[src/rtl/cmpimm_pkg.sv]
package cmpimm_pkg;
    localparam int DATA_W = 64;
    localparam int IMM_W  = 17;
    localparam int DISP_W = 10;
    localparam int ADDR_W = 64;
    localparam int COND_W = 3;
    localparam int PREC_W = 2;
    localparam int NPREC  = 1 << PREC_W;
    localparam int BASE_W = 8;
    localparam int INSN_BYTES = 4;

    typedef enum logic [COND_W-1:0] {
        CC_BIT_CLR = 3'd0,
        CC_BIT_SET = 3'd1,
        CC_SGT     = 3'd2,
        CC_SLE     = 3'd3,
        CC_UGT     = 3'd4,
        CC_ULE     = 3'd5,
        CC_EQ      = 3'd6,
        CC_NE      = 3'd7
    } cmp_cond_e;

    typedef struct packed {
        logic              valid;
        logic              taken;
        logic [ADDR_W-1:0] target;
        logic [ADDR_W-1:0] next;
    } br_result_t;

    function automatic logic cond_is_signed(cmp_cond_e c);
        return (c == CC_SGT) || (c == CC_SLE);
    endfunction
endpackage

[src/rtl/cmpimm_narrow.sv]
module cmpimm_narrow
    import cmpimm_pkg::*;
(
    input  logic [DATA_W-1:0] data_in,
    input  logic [PREC_W-1:0] prec,
    input  logic              sign_en,
    output logic [DATA_W-1:0] data_out
);
    logic [DATA_W-1:0] cand [NPREC];

    for (genvar i = 0; i < NPREC; i++) begin : g_prec
        localparam int W = BASE_W << i;
        if (W >= DATA_W) begin : g_full
            assign cand[i] = data_in;
        end else begin : g_part
            logic fill;
            assign fill    = sign_en & data_in[W-1];
            assign cand[i] = {{(DATA_W-W){fill}}, data_in[W-1:0]};
        end
    end

    assign data_out = cand[prec];
endmodule

[src/rtl/cmpimm_eval.sv]
module cmpimm_eval
    import cmpimm_pkg::*;
(
    input  logic [DATA_W-1:0] opa_imm,
    input  logic [DATA_W-1:0] opb_reg,
    input  cmp_cond_e         cond,
    output logic              imm_gt_s,
    output logic              imm_gt_u,
    output logic              ops_eq,
    output logic              and_zero,
    output logic              taken
);
    always_comb begin
        imm_gt_s = $signed(opa_imm) > $signed(opb_reg);
        imm_gt_u = opa_imm > opb_reg;
        ops_eq   = (opa_imm == opb_reg);
        and_zero = ((opa_imm & opb_reg) == '0);
        unique case (cond)
            CC_BIT_CLR: taken = and_zero;
            CC_BIT_SET: taken = !and_zero;
            CC_SGT:     taken = imm_gt_s;
            CC_SLE:     taken = !imm_gt_s;
            CC_UGT:     taken = imm_gt_u;
            CC_ULE:     taken = !imm_gt_u;
            CC_EQ:      taken = ops_eq;
            CC_NE:      taken = !ops_eq;
            default:    taken = 1'b0;
        endcase
    end
endmodule

[src/rtl/cmpimm_target.sv]
module cmpimm_target
    import cmpimm_pkg::*;
(
    input  logic [ADDR_W-1:0] pc,
    input  logic [DISP_W-1:0] disp,
    output logic [ADDR_W-1:0] target,
    output logic [ADDR_W-1:0] fallthru
);
    localparam int SHIFT = $clog2(INSN_BYTES);
    logic [ADDR_W-1:0] offset;

    assign offset   = {{(ADDR_W-DISP_W-SHIFT){disp[DISP_W-1]}}, disp, {SHIFT{1'b0}}};
    assign target   = pc + offset;
    assign fallthru = pc + ADDR_W'(INSN_BYTES);
endmodule

[src/rtl/cmpimm_branch_unit.sv]
module cmpimm_branch_unit
    import cmpimm_pkg::*;
(
    input  logic              clk,
    input  logic              rst,
    input  logic              in_valid,
    input  logic [DATA_W-1:0] reg_val,
    input  logic [IMM_W-1:0]  imm,
    input  logic [DISP_W-1:0] disp,
    input  logic [COND_W-1:0] cond,
    input  logic [PREC_W-1:0] prec,
    input  logic [ADDR_W-1:0] pc,
    output logic              out_valid,
    output logic              out_taken,
    output logic [ADDR_W-1:0] out_target,
    output logic [ADDR_W-1:0] out_next
);
    cmp_cond_e         cc;
    logic              sext_en;
    logic [DATA_W-1:0] imm_wide;
    logic [DATA_W-1:0] imm_n;
    logic [DATA_W-1:0] reg_n;
    logic              gt_s, gt_u, eq, az, hit;
    logic [ADDR_W-1:0] tgt, seq;
    br_result_t        res_d, res_q;

    assign cc       = cmp_cond_e'(cond);
    assign sext_en  = cond_is_signed(cc);
    assign imm_wide = {{(DATA_W-IMM_W){imm[IMM_W-1]}}, imm};

    cmpimm_narrow u_nar_imm (
        .data_in (imm_wide),
        .prec    (prec),
        .sign_en (sext_en),
        .data_out(imm_n)
    );

    cmpimm_narrow u_nar_reg (
        .data_in (reg_val),
        .prec    (prec),
        .sign_en (sext_en),
        .data_out(reg_n)
    );

    cmpimm_eval u_eval (
        .opa_imm (imm_n),
        .opb_reg (reg_n),
        .cond    (cc),
        .imm_gt_s(gt_s),
        .imm_gt_u(gt_u),
        .ops_eq  (eq),
        .and_zero(az),
        .taken   (hit)
    );

    cmpimm_target u_tgt (
        .pc      (pc),
        .disp    (disp),
        .target  (tgt),
        .fallthru(seq)
    );

    always_comb begin
        res_d        = res_q;
        res_d.valid  = in_valid;
        res_d.taken  = in_valid & hit;
        if (in_valid) begin
            res_d.target = tgt;
            res_d.next   = hit ? tgt : seq;
        end
    end

    always_ff @(posedge clk) begin
        if (rst) begin
            res_q <= '0;
        end else begin
            res_q <= res_d;
        end
    end

    assign out_valid  = res_q.valid;
    assign out_taken  = res_q.taken;
    assign out_target = res_q.target;
    assign out_next   = res_q.next;

    AST_VALID_FOLLOWS: assert property (@(posedge clk) disable iff (rst) in_valid |=> out_valid);
    AST_IDLE_DROPS: assert property (@(posedge clk) disable iff (rst) !in_valid |=> !out_valid);
    AST_TAKEN_NEEDS_VALID: assert property (@(posedge clk) disable iff (rst) out_taken |-> out_valid);
    AST_TAKEN_USES_TARGET: assert property (@(posedge clk) disable iff (rst) (out_valid && out_taken) |-> (out_next == out_target));
    AST_FALLTHRU_ADDR: assert property (@(posedge clk) disable iff (rst) (in_valid && !hit) |=> (out_next == $past(pc) + 64'd4));
    AST_EQ_EXCLUDES_GT: assert property (@(posedge clk) disable iff (rst) eq |-> (!gt_s && !gt_u));
    AST_BITTEST_EXCL: assert property (@(posedge clk) disable iff (rst) (in_valid && cc == CC_BIT_SET) |-> (hit != az));
endmodule

[config.mk]
export PLATFORM = sky130hd
export DESIGN_NAME = cmpimm_branch_unit
export DESIGN_NICKNAME = d
export VERILOG_FILES = /design/src/rtl/cmpimm_pkg.sv /design/src/rtl/cmpimm_narrow.sv /design/src/rtl/cmpimm_eval.sv /design/src/rtl/cmpimm_target.sv /design/src/rtl/cmpimm_branch_unit.sv
export SDC_FILE = /design/constraint.sdc
export NUM_CORES = 1
export LEC_CHECK = 0
export BUFFER_PORTS_ARGS = -buffer_cell sky130_fd_sc_hd__buf_4
export CAP_MARGIN = 20
export CORE_ASPECT_RATIO = 1.4
export CORE_MARGIN = 2
export CORE_UTILIZATION = 56
export CTS_CLUSTER_SIZE = 16
export DETAILED_ROUTE_END_ITERATION = 10
export PLACE_DENSITY = 0.89
export SETUP_SLACK_MARGIN = 0.2
export SLEW_MARGIN = 25
export SYNTH_ARGS = -nofsm -noshare
export SYNTH_HDL_FRONTEND = slang
export SYNTH_SLANG_ARGS = --single-unit
[constraint.sdc]
create_clock -name clk -period 5.5 [get_ports clk]
set_input_delay 0 -clock clk [delete_from_list [all_inputs] [get_ports clk]]
set_output_delay 0 -clock clk [all_outputs]
set_load 0.01 [all_outputs]
==> implementation parameters <==
Parameter                              Value

CTS
  Clock Root Buffer    clkbuf_16
  TritonCTS buffer count    17
  Clock buffer depth    2
  Cells resized by post-CTS repair    0
  Clock tree from TritonCTS    done
  Later-pin clock latency in the skew report    roughly 0.43 ns
  Clock transition at the register clock pins on the worst setup and hold paths after CTS    0.06 ns
  Clock sink count    approximately 130
  Depth of the CTS H-tree    4

STA
  Final cycle utilization of the critical path    0.831
  Unrepaired setup endpoints after global routing    false
  Setup tns final    0 ns
  Post-layout minimum cycle time    approximately 4.6 ns
  Measured slew at the worst slew-check pin    around 0.96 ns
  Final hold violation count    0
  Finish-stage setup viols    0
  Max-slew headroom    0.357
  Highest achievable clock rate    around 0.22 GHz
  Pins over their slew limit    0
  Setup Skew    0 ns

Yosys
  Synth Instances    1,583
  Syn Std Cell Area    between 10,000 and 15,000 µm²
  Warning count from the yosys run    0
  Sequential fraction of the synthesis area    0.206
  FFs w/ async S/R, synth    0
  Synthesized Nets    approximately 1,900
  FF+latch count, synth    approximately 130
  Dominant register cell in the synthesized netlist    dfxtp_1
  Post-synthesis cell type count    around 90
  Synth Area per Inst    about 8 µm²
  Post-synth EDFFs    0

Layout
  ANT cells    0
  Cell area after layout    around 15,000 µm²
  Most used cells in the layout excluding fill and tap cells    buf_4 (304), nor2_1 (154), dfxtp_1 (128), ha_1 (118), nand2_1 (112)
  Growth of design area from synthesis to finish    24.5%
  Proportion of layout cells with a drive suffix above 1    0.206
  Final-stage net count    2,115
  Most common library cell in the layout ignoring fill and taps    buf_4

Setup path
  Critical R2R Capture    out_next[44]
  Critical Path Sink Type    flop
  Cell-by-cell trace of the critical path    buf_4 > mux2_4 > nand2_1 > o21ai_0 > ha_1 > or2_2 > nand2b_1 > or4_1 > a211oi_4 > nand3_1 > a21bo_2 > o211ai_1 > a21oi_4 > nand2_1 > o311ai_0
  Critical path launch point    prec[0]
  Startpoint class of the critical path    input pin
  Data arrival at the endpoint of the critical path    approximately 5 ns
  Launch instance of the worst register-to-register path    out_next[44]
  Family with the most delay on the worst path    simple AND/OR/NAND/NOR gates
  Critical path type    input pin to flop
  Library cell appearing most often on the critical path    nand2_1
  Number of stages on the worst setup path    15
  Delay contributed by the slowest stage of the critical path    between 0.4 and 0.5 ns
  Max Fanout on Critical Path    31
  Critical-path cell with the highest stage delay    a21oi_4
  Sum of buffers and inverters on the critical path    1
  Capturing instance or port of the critical path    out_next[39]
  Reg2Reg Depth    2
  Register-to-register setup slack    between 4 and 5 ns
  Critical path required time    5.82 ns

Placed design
  Cell area reported after detailed placement    between 10,000 and 15,000 µm²
  Weighted congestion reported at the end of routability-driven placement    ~0.94
  HPWL reported at the end of detailed placement    approximately 33 mm
  Number of buffers added on ports    292

Floorplan
  Total I/O pin count    roughly 290
  Die Span Y    180 µm
  Floorplan die area    ~23,000 µm²
  Die span in x    130 µm
  Floorplan row count    between 60 and 70
  Total core area    around 22,000 µm²
  Initial core utilization    0.569

Hold path
  Worst min path class    input pin to flop

Power and ir drop
  PD cells    roughly 240 nW/µm²
  Leak pwr    6.91 nW
  Highest ir drop seen on vdd    approximately 0.23 mV

Route
  Post-route antenna net violation count    0
  Number of DRC markers after the initial detailed-route iteration    approximately 1,000
  Vias post-DR    13,800
  Number of vias per cell    between 6 and 7
  Post-detailed-route wirelength per cell    around 21 µm
  Final wirelength    around 45 mm
  Total iterations of the first detailed-routing run    5
  DRC violations left    0

GRT
  Number of antenna violations at the first check in global routing    0
  Number of global-route vias before repair    13,600
  Global-route wire length before repair    approximately 70 mm
  Final global-route overflow total    0
  Aggregate global-route resource usage    0.374
  Largest net degree at the start of global routing    71

Run status
  Status    finished, final reports clean

Flow run
  Max-Cap Viols    0
==> layout make-up <==
type	count	area (µm²)
clock inverters	6	82.6
clock buffers	24	482
flip-flops and latches	128	2560
well taps	297	372
fillers	1696	6370
multi-input cells	1300	9250
repair buffers	327	2520
inverters	59	221
==> flip-flops by register name, summed over array words and instances (netlist names) <==
signal and count:
out_next 62, out_target 64, out_valid 1, out_taken 1
==> synth_stat cells (4+ instances only) <==
cell type  count  share of area
inv_1         56          0.017
nand2_1      112          0.034
o21bai_1      13         0.0078
nor2_1       154          0.046
ha_1         118           0.12
clkbuf_1      64          0.019
o21ai_0       67          0.027
a21o_1        53          0.032
buf_4          7         0.0042
nor2b_1       11         0.0055
o21a_1        11         0.0066
a211oi_1      48          0.029
a2111oi_0      5         0.0035
buf_2         16         0.0064
nor4_1        14         0.0070
a22oi_1        8         0.0048
nand3_1       51          0.021
mux2i_1       61          0.049
o31ai_1        5         0.0030
a31oi_1       12         0.0060
and4_1         5         0.0035
or4_1          6         0.0036
a311oi_1       4         0.0028
and3_1        31          0.016
or2_2          7         0.0035
nor3b_1       43          0.026
buf_1          6         0.0018
o311ai_1      16          0.011
dfxtp_1      128           0.21
nand4_1       41          0.021
a311o_1       40          0.032
a221oi_1       6         0.0042
or3_1         11         0.0055
or3b_2        17          0.012
o31a_1         6         0.0042
xor2_1        45          0.032
nor3_1        27          0.011
o211ai_1      10         0.0060
xnor2_1       70          0.049
nand2b_1      11         0.0055
and2_1         6         0.0030
a21oi_1       86          0.035
==> per-stage QoR <==
| step | std cells | util | hold slack [ns] | total power [mW] | worst slack (ns) |
|---|---|---|---|---|---|
| final | 2141 | 0.708 | 0.000492 | 3.75 | 0.931 |
| after global routing | 2141 | 0.708 | 0.0125 | 3.90 | 0.662 |
| after CTS | 2141 | 0.708 | 0.00383 | 3.71 | 1.06 |
| after detailed placement | 2089 | 0.673 | 0.275 | 2.58 | 0.611 |
| after global placement | 2089 | 0.673 | 0.236 | 2.55 | 0.748 |
| after floorplan | 1583 | - | 0.147 | 2.01 | 1.33 |
==> cell families after synthesis <==
| kind of cell | after synthesis | share of synthesized area |
|---|---|---|
| AO/OA/AOI/OAI | 436 | 0.250 |
| adder cells (fa/ha/maj) | 119 | 0.120 |
| buffers and inverters | 155 | 0.0518 |
| AND/OR/NAND/NOR | 567 | 0.239 |
| flip-flops | 128 | 0.206 |
| XOR/XNOR | 115 | 0.0810 |
| multiplexers | 63 | 0.0512 |
==> worst min path at each step <==
stage	endpoint	start	depth (start not counted)	slack, ns
detailed placement	out_target[1]	pc[1]	3	0.28
global placement	out_target[1]	pc[1]	3	0.24
floorplan	out_target[0]	pc[0]	2	0.15
global route	out_next[32]	pc[32]	3	0.01
finish	out_next[45]	pc[45]	4	0.0005
CTS	out_next[18]	pc[18]	4	0.004
==> repair_timing <==
| item | in CTS | in global routing |
|---|---|---|
| endpoints found under the setup margin | 0 | 0 |
| buffers inserted | 0 | 0 |
| hold buffers | 22 | 0 |
| endpoints found under the hold margin | 22 | 0 |
==> worst min-delay path: cells and delay by family <==
family / cells / cell delay, ns
buf+inv: 1 / 0.13
xor+xnor: 1 / 0.08
compound gates: 2 / 0.18
==> per-layer routing <==
metal / global-route usage / part of all wire / vias to the layer above
li1: - / - / 6389
met1: 0.402 / 0.36 / 6474
met2: 0.666 / 0.50 / 751
met3: 0.0635 / 0.072 / 185
met4: 0.234 / 0.066 / 0
met5: 0 / 0 / -
==> power breakdown <==
group	internal (mW)	switching, mW
registers	1.05	0.0770
logic	0.646	0.848
clock network	0.695	0.433
No activity file was read; power rests on OpenSTA's default activity.
